===== src/rtl/uart_fe_pkg.sv =====
package uart_fe_pkg;
  localparam int ADDR_W = 5;
  localparam int DATA_W = 32;

  localparam logic [ADDR_W-1:0] OFS_TXQ  = 5'h00;
  localparam logic [ADDR_W-1:0] OFS_RXQ  = 5'h04;
  localparam logic [ADDR_W-1:0] OFS_CTRL = 5'h08;
  localparam logic [ADDR_W-1:0] OFS_STAT = 5'h0C;
  localparam logic [ADDR_W-1:0] OFS_LVL  = 5'h10;
  localparam logic [ADDR_W-1:0] OFS_DIV  = 5'h14;

  localparam int ST_PAR   = 16;
  localparam int ST_FRM   = 17;
  localparam int ST_WERR  = 18;
  localparam int ST_RXEMP = 20;
  localparam int ST_TXFUL = 21;
  localparam int ST_TXEMP = 22;
  localparam int ST_BUSY  = 25;

  localparam int CT_TXFLUSH = 22;
  localparam int CT_RXFLUSH = 23;
  localparam int CT_ERRCLR  = 24;
  localparam int CT_RXIE    = 27;
  localparam int CT_TXIE    = 28;

  typedef struct packed {
    logic txWr;
    logic rxRd;
    logic txFlush;
    logic rxFlush;
    logic errClr;
  } fe_strobe_t;
endpackage


===== src/rtl/uart_fe_fifo.sv =====
module uart_fe_fifo #(
  parameter int DEPTH = 64,
  parameter int WIDTH = 8,
  localparam int AW = $clog2(DEPTH),
  localparam int CW = AW + 1
) (
  input  logic             clk,
  input  logic             rstN,
  input  logic             flush,
  input  logic             push,
  input  logic             pop,
  input  logic [WIDTH-1:0] din,
  output logic [WIDTH-1:0] dout,
  output logic [CW-1:0]    count,
  output logic             full,
  output logic             empty
);
  localparam logic [AW-1:0] LAST = AW'(DEPTH - 1);

  logic [WIDTH-1:0] mem [DEPTH];
  logic [AW-1:0]    wrPtr, rdPtr;
  logic             doPush, doPop;

  assign full   = (count == CW'(DEPTH));
  assign empty  = (count == '0);
  assign doPush = push && !full && !flush;
  assign doPop  = pop && !empty && !flush;
  assign dout   = mem[rdPtr];

  always_ff @(posedge clk) begin
    if (doPush) mem[wrPtr] <= din;
  end

  always_ff @(posedge clk or negedge rstN) begin
    if (!rstN) begin
      wrPtr <= '0;
      rdPtr <= '0;
      count <= '0;
    end else if (flush) begin
      wrPtr <= '0;
      rdPtr <= '0;
      count <= '0;
    end else begin
      if (doPush) wrPtr <= (wrPtr == LAST) ? '0 : wrPtr + 1'b1;
      if (doPop)  rdPtr <= (rdPtr == LAST) ? '0 : rdPtr + 1'b1;
      if (doPush && !doPop)      count <= count + 1'b1;
      else if (doPop && !doPush) count <= count - 1'b1;
    end
  end
endmodule


===== src/rtl/uart_fe_ctrl.sv =====
module uart_fe_ctrl
  import uart_fe_pkg::*;
#(
  parameter int CHAR_W = 8
) (
  input  logic              clk,
  input  logic              rstN,
  input  logic [ADDR_W-1:0] busAddr,
  input  logic              busWr,
  input  logic              busRd,
  input  logic [DATA_W-1:0] busWdata,
  input  logic [DATA_W-1:0] statusWord,
  input  logic [CHAR_W-1:0] rxHead,
  input  logic              rxEmpty,
  output logic [DATA_W-1:0] busRdata,
  output fe_strobe_t        strb,
  output logic [DATA_W-1:0] ctrlReg,
  output logic [DATA_W-1:0] lvlReg,
  output logic [DATA_W-1:0] divReg
);
  always_ff @(posedge clk or negedge rstN) begin
    if (!rstN) begin
      ctrlReg <= '0;
      lvlReg  <= '0;
      divReg  <= '0;
    end else if (busWr) begin
      case (busAddr)
        OFS_CTRL: ctrlReg <= busWdata;
        OFS_LVL:  lvlReg  <= busWdata;
        OFS_DIV:  divReg  <= busWdata;
        default: ;
      endcase
    end
  end

  always_comb begin
    strb.txWr    = busWr && (busAddr == OFS_TXQ);
    strb.rxRd    = busRd && (busAddr == OFS_RXQ);
    strb.txFlush = ctrlReg[CT_TXFLUSH];
    strb.rxFlush = ctrlReg[CT_RXFLUSH];
    strb.errClr  = ctrlReg[CT_ERRCLR];
  end

  always_comb begin
    busRdata = '0;
    case (busAddr)
      OFS_RXQ:  if (!rxEmpty) busRdata[CHAR_W-1:0] = rxHead;
      OFS_CTRL: busRdata = ctrlReg;
      OFS_STAT: busRdata = statusWord;
      OFS_LVL:  busRdata = lvlReg;
      OFS_DIV:  busRdata = divReg;
      default:  busRdata = '0;
    endcase
  end
endmodule


===== src/rtl/uart_fe_dp.sv =====
module uart_fe_dp
  import uart_fe_pkg::*;
#(
  parameter int DEPTH  = 64,
  parameter int CHAR_W = 8,
  parameter int LVL_W  = 8,
  localparam int CW = $clog2(DEPTH) + 1
) (
  input  logic              clk,
  input  logic              rstN,
  input  fe_strobe_t        strb,
  input  logic [CHAR_W-1:0] wrChar,
  input  logic              rxIrqEn,
  input  logic              txIrqEn,
  input  logic [LVL_W-1:0]  rxLvl,
  input  logic [LVL_W-1:0]  txLvl,
  input  logic              txTake,
  input  logic              txBusy,
  input  logic              rxPush,
  input  logic [CHAR_W-1:0] rxChar,
  input  logic              rxParityErr,
  input  logic              rxFrameErr,
  output logic [DATA_W-1:0] statusWord,
  output logic [CHAR_W-1:0] rxHead,
  output logic              rxEmpty,
  output logic [CHAR_W-1:0] txHead,
  output logic              txAvail,
  output logic              irq,
  output logic [CW-1:0]     txCount,
  output logic [CW-1:0]     rxCount
);
  localparam int CMP_W = (CW > LVL_W) ? CW : LVL_W;

  logic txFull, txEmpty, rxFull;
  logic parErr, frmErr, wrErr;
  logic setWrErr;

  uart_fe_fifo #(.DEPTH(DEPTH), .WIDTH(CHAR_W)) u_txq (
    .clk(clk), .rstN(rstN), .flush(strb.txFlush),
    .push(strb.txWr), .pop(txTake), .din(wrChar),
    .dout(txHead), .count(txCount), .full(txFull), .empty(txEmpty)
  );

  uart_fe_fifo #(.DEPTH(DEPTH), .WIDTH(CHAR_W)) u_rxq (
    .clk(clk), .rstN(rstN), .flush(strb.rxFlush),
    .push(rxPush), .pop(strb.rxRd), .din(rxChar),
    .dout(rxHead), .count(rxCount), .full(rxFull), .empty(rxEmpty)
  );

  assign setWrErr = strb.txWr && txFull && !strb.txFlush;
  assign txAvail  = !txEmpty;

  always_ff @(posedge clk or negedge rstN) begin
    if (!rstN) begin
      parErr <= 1'b0;
      frmErr <= 1'b0;
      wrErr  <= 1'b0;
    end else if (strb.errClr) begin
      parErr <= 1'b0;
      frmErr <= 1'b0;
      wrErr  <= 1'b0;
    end else begin
      parErr <= parErr | rxParityErr;
      frmErr <= frmErr | rxFrameErr;
      wrErr  <= wrErr | setWrErr;
    end
  end

  always_comb begin
    statusWord           = '0;
    statusWord[ST_PAR]   = parErr;
    statusWord[ST_FRM]   = frmErr;
    statusWord[ST_WERR]  = wrErr;
    statusWord[ST_RXEMP] = rxEmpty;
    statusWord[ST_TXFUL] = txFull;
    statusWord[ST_TXEMP] = txEmpty;
    statusWord[ST_BUSY]  = txBusy;
  end

  logic rxHit, txHit;
  assign rxHit = rxIrqEn && (CMP_W'(rxCount) >= CMP_W'(rxLvl));
  assign txHit = txIrqEn && (CMP_W'(txCount) <  CMP_W'(txLvl));
  assign irq   = rxHit || txHit;

  logic unusedRxFull;
  assign unusedRxFull = rxFull;
endmodule


===== src/rtl/uart_fifo_irq_regs.sv =====
module uart_fifo_irq_regs
  import uart_fe_pkg::*;
#(
  parameter int DEPTH  = 64,
  parameter int CHAR_W = 8,
  parameter int LVL_W  = 8,
  localparam int CW = $clog2(DEPTH) + 1
) (
  input  logic              clk,
  input  logic              rstN,
  input  logic [4:0]        busAddr,
  input  logic              busWr,
  input  logic              busRd,
  input  logic [31:0]       busWdata,
  output logic [31:0]       busRdata,
  output logic              txAvail,
  output logic [CHAR_W-1:0] txChar,
  input  logic              txTake,
  input  logic              txBusy,
  input  logic              rxPush,
  input  logic [CHAR_W-1:0] rxChar,
  input  logic              rxParityErr,
  input  logic              rxFrameErr,
  output logic              irq,
  output logic [31:0]       cfgCtrl,
  output logic [31:0]       cfgBaud
);
  fe_strobe_t        strb;
  logic [31:0]       statusWord, lvlReg;
  logic [CHAR_W-1:0] rxHead;
  logic              rxEmpty;
  logic [CW-1:0]     txCount, rxCount;

  uart_fe_ctrl #(.CHAR_W(CHAR_W)) u_ctrl (
    .clk(clk), .rstN(rstN), .busAddr(busAddr), .busWr(busWr), .busRd(busRd),
    .busWdata(busWdata), .statusWord(statusWord), .rxHead(rxHead), .rxEmpty(rxEmpty),
    .busRdata(busRdata), .strb(strb), .ctrlReg(cfgCtrl), .lvlReg(lvlReg), .divReg(cfgBaud)
  );

  uart_fe_dp #(.DEPTH(DEPTH), .CHAR_W(CHAR_W), .LVL_W(LVL_W)) u_dp (
    .clk(clk), .rstN(rstN), .strb(strb), .wrChar(busWdata[CHAR_W-1:0]),
    .rxIrqEn(cfgCtrl[CT_RXIE]), .txIrqEn(cfgCtrl[CT_TXIE]),
    .rxLvl(lvlReg[LVL_W-1:0]), .txLvl(lvlReg[2*LVL_W-1:LVL_W]),
    .txTake(txTake), .txBusy(txBusy), .rxPush(rxPush), .rxChar(rxChar),
    .rxParityErr(rxParityErr), .rxFrameErr(rxFrameErr),
    .statusWord(statusWord), .rxHead(rxHead), .rxEmpty(rxEmpty),
    .txHead(txChar), .txAvail(txAvail), .irq(irq),
    .txCount(txCount), .rxCount(rxCount)
  );
endmodule


===== config.mk =====
export PLATFORM = sky130hd
export DESIGN_NAME = uart_fifo_irq_regs
export DESIGN_NICKNAME = d
export VERILOG_FILES = /design/src/rtl/uart_fe_pkg.sv /design/src/rtl/uart_fe_fifo.sv /design/src/rtl/uart_fe_ctrl.sv /design/src/rtl/uart_fe_dp.sv /design/src/rtl/uart_fifo_irq_regs.sv
export SDC_FILE = /design/constraint.sdc
export NUM_CORES = 1
export LEC_CHECK = 0
export ABC_AREA = 1
export CAP_MARGIN = 15
export CORE_UTILIZATION = 45
export CTS_CLUSTER_DIAMETER = 150
export DETAILED_ROUTE_END_ITERATION = 6
export DONT_BUFFER_PORTS = 1
export HOLD_SLACK_MARGIN = 0.05
export PLACE_DENSITY = 0.71
export SLEW_MARGIN = 20
export SYNTH_ARGS = -nofsm -noshare
export SYNTH_HDL_FRONTEND = slang
export SYNTH_SLANG_ARGS = --single-unit

===== constraint.sdc =====
create_clock -name clk -period 3.55 [get_ports clk]
set_input_delay 0.71 -clock clk [delete_from_list [all_inputs] [get_ports clk]]
set_output_delay 0.71 -clock clk [all_outputs]
set_load 0.01 [all_outputs]

==> metrics.txt, run 1 <==
pwr/cell area between 600 and 700 nW/µm²; failing checks hold timing; cell count after synthesis approximately 4400; R2R depth 16; dpl ws 0.404 ns; Detail Placement HPWL 72700 µm; initial DRC count approximately 4200; antenna violations before repair 0; status finished, violations left; Fmax around 290 MHz; Mapped Nets around 4400; clock tree buffer depth 3; hold crit path type input pin to async pin; ANT nets after route 0; fin crit share a little over nine tenths; Num CTS Buffers 114; Starting Density 45.4%; Unique masters post-synth 44; GRT Total Usage 22.3%; CTS root buffer clkbuf_16; post-layout min period roughly 3.5 ns; Final Hold Fails 137; cell area after synthesis a little under 50000 µm²; Syn Area/Cell 11.1 µm²; H-tree level count 3; Area growth, synth to finish 13.3%; worst skew pair latency 0.73 ns; Syn. warnings 0; gr ovfl total 0; number of vias per cell between 5 and 6; I/O pin count 160; area leader, netlist edfxtp_1; Core Region 107000 µm²; Hold WS -0.324 ns; Slew Limit Fails 0; relative slew slack 39.0%; pin count of the biggest net entering global routing between 100 and 150; DRC viols 0; register area share after synthesis 70.4%; Pre-antenna DRT Iters 6; clk sinks around 1200; first-pass GRT wire length approximately 190000 µm; RSZ-0062 raised after global routing yes; ranking of synthesized cells by area edfxtp_1, nand2_1, dfrtp_1; Clock transition at path regs roughly 0.06 ns; layout cells sized above 1 just under 9%; reg-to-reg endpoint u_dp.u_rxq.count[6]; critical path class register to primary output; endpoints failing setup 0; RR Startpoint u_dp.u_rxq.count[2]; Yosys top cell area share between 60% and 70%; Antenna Cells 0; Rows 120; fillers approximately 9000; CP max FO 38; Final WS setup around 0.058 ns; die area approximately 110000 µm²; CP Launch Type register; fin nets approximately 4500; CTS tree done; Data required, critical path between 2 and 3 ns; IO Port Bufs 0; Static Leak around 20 nW; Max Clock Skew roughly 0.036 ns; Arr. time, crit path approximately 2.8 ns; global placement routability congestion roughly 0.90; chip width between 300 and 400 µm; crit path capture type primary output; peak supply drop 0.000485 V; vias post-DR 33100; R2R Setup Slk approximately 0.70 ns; flops & latches, synth 1161; Worst Max-Slew Pin Slew 0.911 ns; number of global-route vias before repair about 31000; Sum Neg Setup Slack 0 ns; WL/cell 21.5 µm; Design Power between 0.03 and 0.04 W; WL final between 100000 and 150000 µm; Die Ht 330 µm; Max Cap Violations 0
==> synth_stat cells (all sizes together) <==
| cell type | n |
|---|---|
| a22o | 1 |
| o21ai | 318 |
| nor3b | 1 |
| nand3b | 1 |
| o22ai | 77 |
| nor3 | 12 |
| nand2 | 1344 |
| a21o | 2 |
| a31oi | 2 |
| a21oi | 172 |
| clkbuf | 101 |
| nand3 | 379 |
| clkinv | 7 |
| ha | 29 |
| nand4 | 22 |
| edfxtp | 1024 |
| dfrtp | 137 |
| a221oi | 7 |
| nor2 | 368 |
| xor2 | 9 |
| o2111ai | 5 |
| o31ai | 1 |
| a21boi | 32 |
| inv | 151 |
| buf | 135 |
| o32ai | 2 |
| xnor2 | 6 |
| o211ai | 10 |
| fa | 2 |
==> kinds of logic after synthesis <==
kind of cell | count (synthesis) | share of synthesized area, %
buf+inv | 394 | 3.48
compound gates | 629 | 7.04
xor+xnor | 15 | 0.271
simple gates | 2127 | 18.0
fa+ha+maj | 31 | 0.830
flops | 1161 | 70.4
==> routing by layer <==
layer	global-route usage [%]	up-vias	wire length (µm)	part of all wire, %
met1	30.5	16000	49900	40
li1	-	15200	-	-
met5	0	-	0	0
met4	8.68	0	4940	3.9
met3	3.50	288	10900	8.6
met2	35.8	1658	60500	48
==> stage by stage <==
step                      instances  utilization, %  instance area (µm²)
after floorplan                4357               -                48600
after global placement         5647            47.1                50400
after detailed placement       5647            47.1                50400
after CTS                      5865            51.0                54600
after global routing           5886            51.4                55000
final                          5886            51.4                55000
==> final cells by class <==
class | count | area, µm² | area share (%)
multi-input combinational | 2802 | 12800 | 23.2
clock inverter | 81 | 1000 | 1.83
clock buffer | 133 | 2980 | 5.42
tap | 1403 | 1760 | 3.19
inverter | 158 | 654 | 1.19
timing repair inverter | 3 | 33.8 | 0.0614
timing repair buffer | 145 | 1630 | 2.95
sequential | 1161 | 34200 | 62.1
==> worst max-delay path: stages, from the launching register on <==
cell     delay, ns
dfrtp_4       0.55
buf_4         0.18
buf_16        0.19
nand2_1       0.07
nand3_1       0.09
nand3_1       0.12
nand3_1       0.18
nand3_1       0.24
nand3_1       0.13
nand3_1       0.13
nand2_1       0.16
==> sequential cells by signal (all words and copies together), names as in the netlist, 6 cells and up <==
| register | count |
|---|---|
| u_dp.u_txq.rdPtr | 6 |
| u_ctrl.lvlReg | 32 |
| u_dp.u_txq.count | 7 |
| u_ctrl.divReg | 32 |
| u_dp.u_rxq.count | 7 |
| u_dp.u_rxq.mem | 512 |
| u_dp.u_rxq.wrPtr | 6 |
| u_dp.u_txq.mem | 512 |
| u_dp.u_txq.wrPtr | 6 |
| u_dp.u_rxq.rdPtr | 6 |
| u_ctrl.ctrlReg | 32 |
==> cell usage in the layout, fill, tap and decap left out, types with 5 or more instances in the layout <==
master      instances
clkbuf_16         121
nor2_1            360
a21boi_1            6
o22ai_1            77
clkinv_1           26
o21ai_0           289
clkinv_2           26
buf_16             10
inv_2               7
a221oi_1            7
xnor2_1             6
inv_1             139
o211ai_1           10
a21boi_0           26
nand2_1          1326
bufinv_16          20
nand4_1            15
buf_6               5
o2111ai_1           5
dfrtp_1           133
nand3_2             7
nand2_2            15
nand3_1           371
xor2_1              9
clkbuf_1           13
clkbuf_8            6
ha_1               29
nand4_4             7
edfxtp_1         1024
a21oi_1           172
nor3_1             10
buf_4             109
o21ai_1            28
buf_12             11
clkinvlp_4         10
==> power by group <==
group | internal, W | leakage (nW) | switching [W]
Sequential | 0.0153 | 11.0 | 0.000544
Clock | 0.00749 | 1.94 | 0.00527
Combinational | 0.00227 | 7.46 | 0.00487
==> repair_timing <==
action | 4_1_cts | 5_1_grt
gates cloned | 4 | 11
pin swaps | 0 | 6
buffers inserted | 0 | 10
hold endpoints to repair | 137 | 137
gates resized for setup | 16 | 32
endpoints found under the setup margin | 16 | 16
==> worst max path at each step <==
stage | from | end | slack, ns
3_5_place_dp | busAddr[1] | u_dp.u_txq.mem[33][6] | 0.40
4_1_cts | u_dp.u_rxq.rdPtr[0] | busRdata[6] | 0.001
5_1_grt | u_dp.u_txq.rdPtr[0] | txChar[4] | -0.04
3_3_place_gp | busAddr[1] | u_dp.u_txq.mem[33][6] | 0.43
6_report | u_dp.u_rxq.rdPtr[0] | busRdata[5] | 0.06
2_1_floorplan | busAddr[1] | u_dp.u_txq.count[6] | 0.92
No activity file was read; power rests on OpenSTA's default activity.
==> run 2, diff against run 1 <==
--- a/config.mk
+++ b/config.mk
@@ -5,9 +5,9 @@
 export SDC_FILE = /design/constraint.sdc
 export NUM_CORES = 1
 export LEC_CHECK = 0
-export ABC_AREA = 1
 export CAP_MARGIN = 15
 export CORE_UTILIZATION = 45
+export CTS_BUF_LIST = sky130_fd_sc_hd__clkbuf_4 sky130_fd_sc_hd__clkbuf_8
 export CTS_CLUSTER_DIAMETER = 150
 export DETAILED_ROUTE_END_ITERATION = 6
 export DONT_BUFFER_PORTS = 1
==> run 2 against run 1 <==
Compared with the run above:
- the flow finishes with violations (setup timing)
- synthesized cell count is 44% lower
- utilization is 2.1 points higher
- final cell count is 27% lower
- global-route usage is 0.75 points lower
- sequential share of layout area is 0.19 points higher
- largest cell class unchanged
- largest power group unchanged
==> metrics.txt, run 2 <==
number of vias per cell 5.89; post-layout min period 4.19 ns; WL final 113000 µm; Num CTS Buffers 183; Fmax ~240 MHz; first-pass GRT wire length between 150000 and 200000 µm; WL/cell approximately 27 µm; clk sinks roughly 1200; CP Launch Type register; initial DRC count around 2700; internal power around 0.025 W; RR Startpoint u_dp.u_rxq.count[3]; CTS tree done; top-count cell post-synth edfxtp_1; I/O pin count 160; Cell Count, Final, Fillers Out approximately 4300; Starting Density 45.7%; Area growth, synth to finish 17.2%; Core Region 102000 µm²; Switch Pwr between 0.009 and 0.01 W; ranking of synthesized cells by area edfxtp_1, mux4_2, dfrtp_1; critical path class register to primary output; antenna violations before repair 4; layout cells sized above 1 between 30% and 40%; combinational group share of total power 19.7%; cell count after synthesis 2449; failing checks setup timing; R2R depth 14; pwr/cell area about 620 nW/µm²; global placement routability congestion about 0.89; relative slew slack between 30% and 40%; final core utilization 53.5%; largest family of logic cells by synthesized area multiplexers; flops & latches, synth around 1200; clock power share about 33%; register area share after synthesis about three quarters; Final Hold Fails 0; area leader, netlist edfxtp_1; DRC viols 0; Synth Area in Adders less than 1%; CP max FO 5; IO Port Bufs 0; largest incremental delay on the critical path about 0.53 ns; pin count of the biggest net entering global routing 138; Post-synth ARST share between 10% and 20%; Sum Neg Setup Slack -8.38 ns; Worst Max-Slew Pin Slew roughly 0.96 ns; Detail Placement HPWL ~69000 µm; worst skew pair latency around 0.86 ns; Sw Share a little over a quarter; chip width about 320 µm; crit-path cells buf_12 > mux4_2 > mux4_2 > a22oi_2 > a211oi_2 > a221oi_2 > buf_4 > o211ai_1 > buf_4; Clock transition at path regs about 0.06 ns; Unique masters post-synth 60; critical path capture point busRdata[7]; Placed Cells about 3900; Worst Setup SP u_dp.u_rxq.rdPtr[0]; clock tree buffer depth 3; Data required, critical path between 2 and 3 ns; fin nets around 2800; Synth Area in XOR/XNOR less than 1%; fin crit share 118%; Syn Area/Cell roughly 19 µm²; status finished, violations left; Crit-path slowest cell mux4_2; Slew Limit Fails 0; Max Clock Skew roughly 0.040 ns; mux cell area share after synthesis about 17%; gr ovfl total 0; most frequent cells in the layout edfxtp_1, mux4_2, clkbuf_8; die area around 110000 µm²; RSZ-0062 raised after global routing yes; Reg power frac between 40% and 50%; Largest regs u_dp.u_rxq.mem: 512 flops, u_dp.u_txq.mem: 512 flops; Mapped Nets 2534; Synth Flop Type edfxtp_1; ANT nets after route 0; GRT Total Usage between 20% and 30%; Synth Area in Simple Gates 3.66%; top cells by count, synth edfxtp_1, mux4_2, nor2_1; Max Cap Violations 0; compound-cell area share of the yosys netlist ~3.3%; cell area after synthesis approximately 47000 µm²; hold crit path type input pin to register; H-tree level count 4; dpl ws slightly below 0.05 ns; Rows 117; endpoints failing setup 17; commonest non-fill, non-tap cell in the layout edfxtp_1; Static Leak 18.2 nW; Yosys top cell area share between 60% and 70%; reg-to-reg endpoint u_dp.u_rxq.count[6]; peak supply drop about 0.00040 V; EDFF count, synth between 1000 and 1500; crit path capture type primary output; Final WS setup -0.643 ns; Die Ht 324 µm; number of global-route vias before repair 25700; Syn. warnings 0; vias post-DR 25200; CTS root buffer clkbuf_8; R2R Setup Slk around 0.22 ns; Pre-antenna DRT Iters 5; Arr. time, crit path 3.48 ns
## run 2: final cells by class
| cell class | count | area (µm²) |
|---|---|---|
| clock inverters | 84 | 591 |
| fillers | 7742 | 47600 |
| flip-flops and latches | 1161 | 34200 |
| well taps | 1368 | 1710 |
| repair buffers | 262 | 3050 |
| inverters | 29 | 109 |
| clock buffers | 247 | 3020 |
| diodes | 3 | 7.51 |
| multi-input cells | 1121 | 12200 |
## run 2: cell families (layout without fill, tap and decap cells)
logic type | count (synthesis) | in the layout
AOI/OAI and AO/OA | 233 | 233
xor gates and xnor gates | 18 | 18
adders and majority gates | 31 | 31
buffers and inverters | 167 | 622
DFF | 1161 | 1161
muxes | 447 | 447
other | 0 | 3
and+or+nand+nor | 392 | 392
## run 2: worst max-delay path, delay by kind of cell, from the launching register on
kind | cells | cell delay [ns]
buffers and inverters | 3 | 0.48
flip-flops | 1 | 0.48
multiplexers | 2 | 1.03
AO/OA/AOI/OAI | 4 | 0.63
## run 2: power groups by stage
stage / combinational [W] / clock, W / sequential (W)
detailed placement: 0.00559 / 0 / 0.0162
finish: 0.00665 / 0.0112 / 0.0160
global route: 0.00704 / 0.0120 / 0.0160
CTS: 0.00669 / 0.0114 / 0.0159
floorplan: 0.00410 / 0 / 0.0159
global placement: 0.00547 / 0 / 0.0162
## run 2: metal layers
| metal | up-vias | wire, µm | share of wire [%] | track usage (%) |
|---|---|---|---|---|
| met2 | 1221 | 56600 | 50 | 35.2 |
| met3 | 242 | 8580 | 7.6 | 4.26 |
| met4 | 0 | 4190 | 3.7 | 9.28 |
| met1 | 13100 | 44100 | 39 | 28.1 |
| li1 | 10600 | - | - | - |
| met5 | - | 0 | 0 | 0 |
## run 2: worst min-delay path by stage
stage | start | endpoint | depth (start not counted)
6_report | txTake | u_dp.u_txq.count[6] | 3
5_1_grt | txTake | u_dp.u_txq.count[6] | 3
4_1_cts | txTake | u_dp.u_txq.count[6] | 3
3_5_place_dp | rstN | u_ctrl.divReg[12] | 0
3_3_place_gp | rstN | u_ctrl.divReg[10] | 0
2_1_floorplan | rstN | u_ctrl.ctrlReg[0] | 0
## run 2: through the flow
step,instance area [µm²],total power (W),hold slack (ns)
floorplan,46800,0.0200,0.414
global placement,49400,0.0216,0.431
detailed placement,49400,0.0218,0.433
CTS,54700,0.0340,0.0530
global route,54800,0.0350,0.100
finish,54800,0.0338,0.134
## run 2: timing repair
item,CTS,global route
setup buffers,23,13
resized for setup,77,39
gates cloned,14,0
hold buffers,44,0
endpoints found under the hold margin,1259,0
pin swaps,22,15
endpoints found under the setup margin,17,18
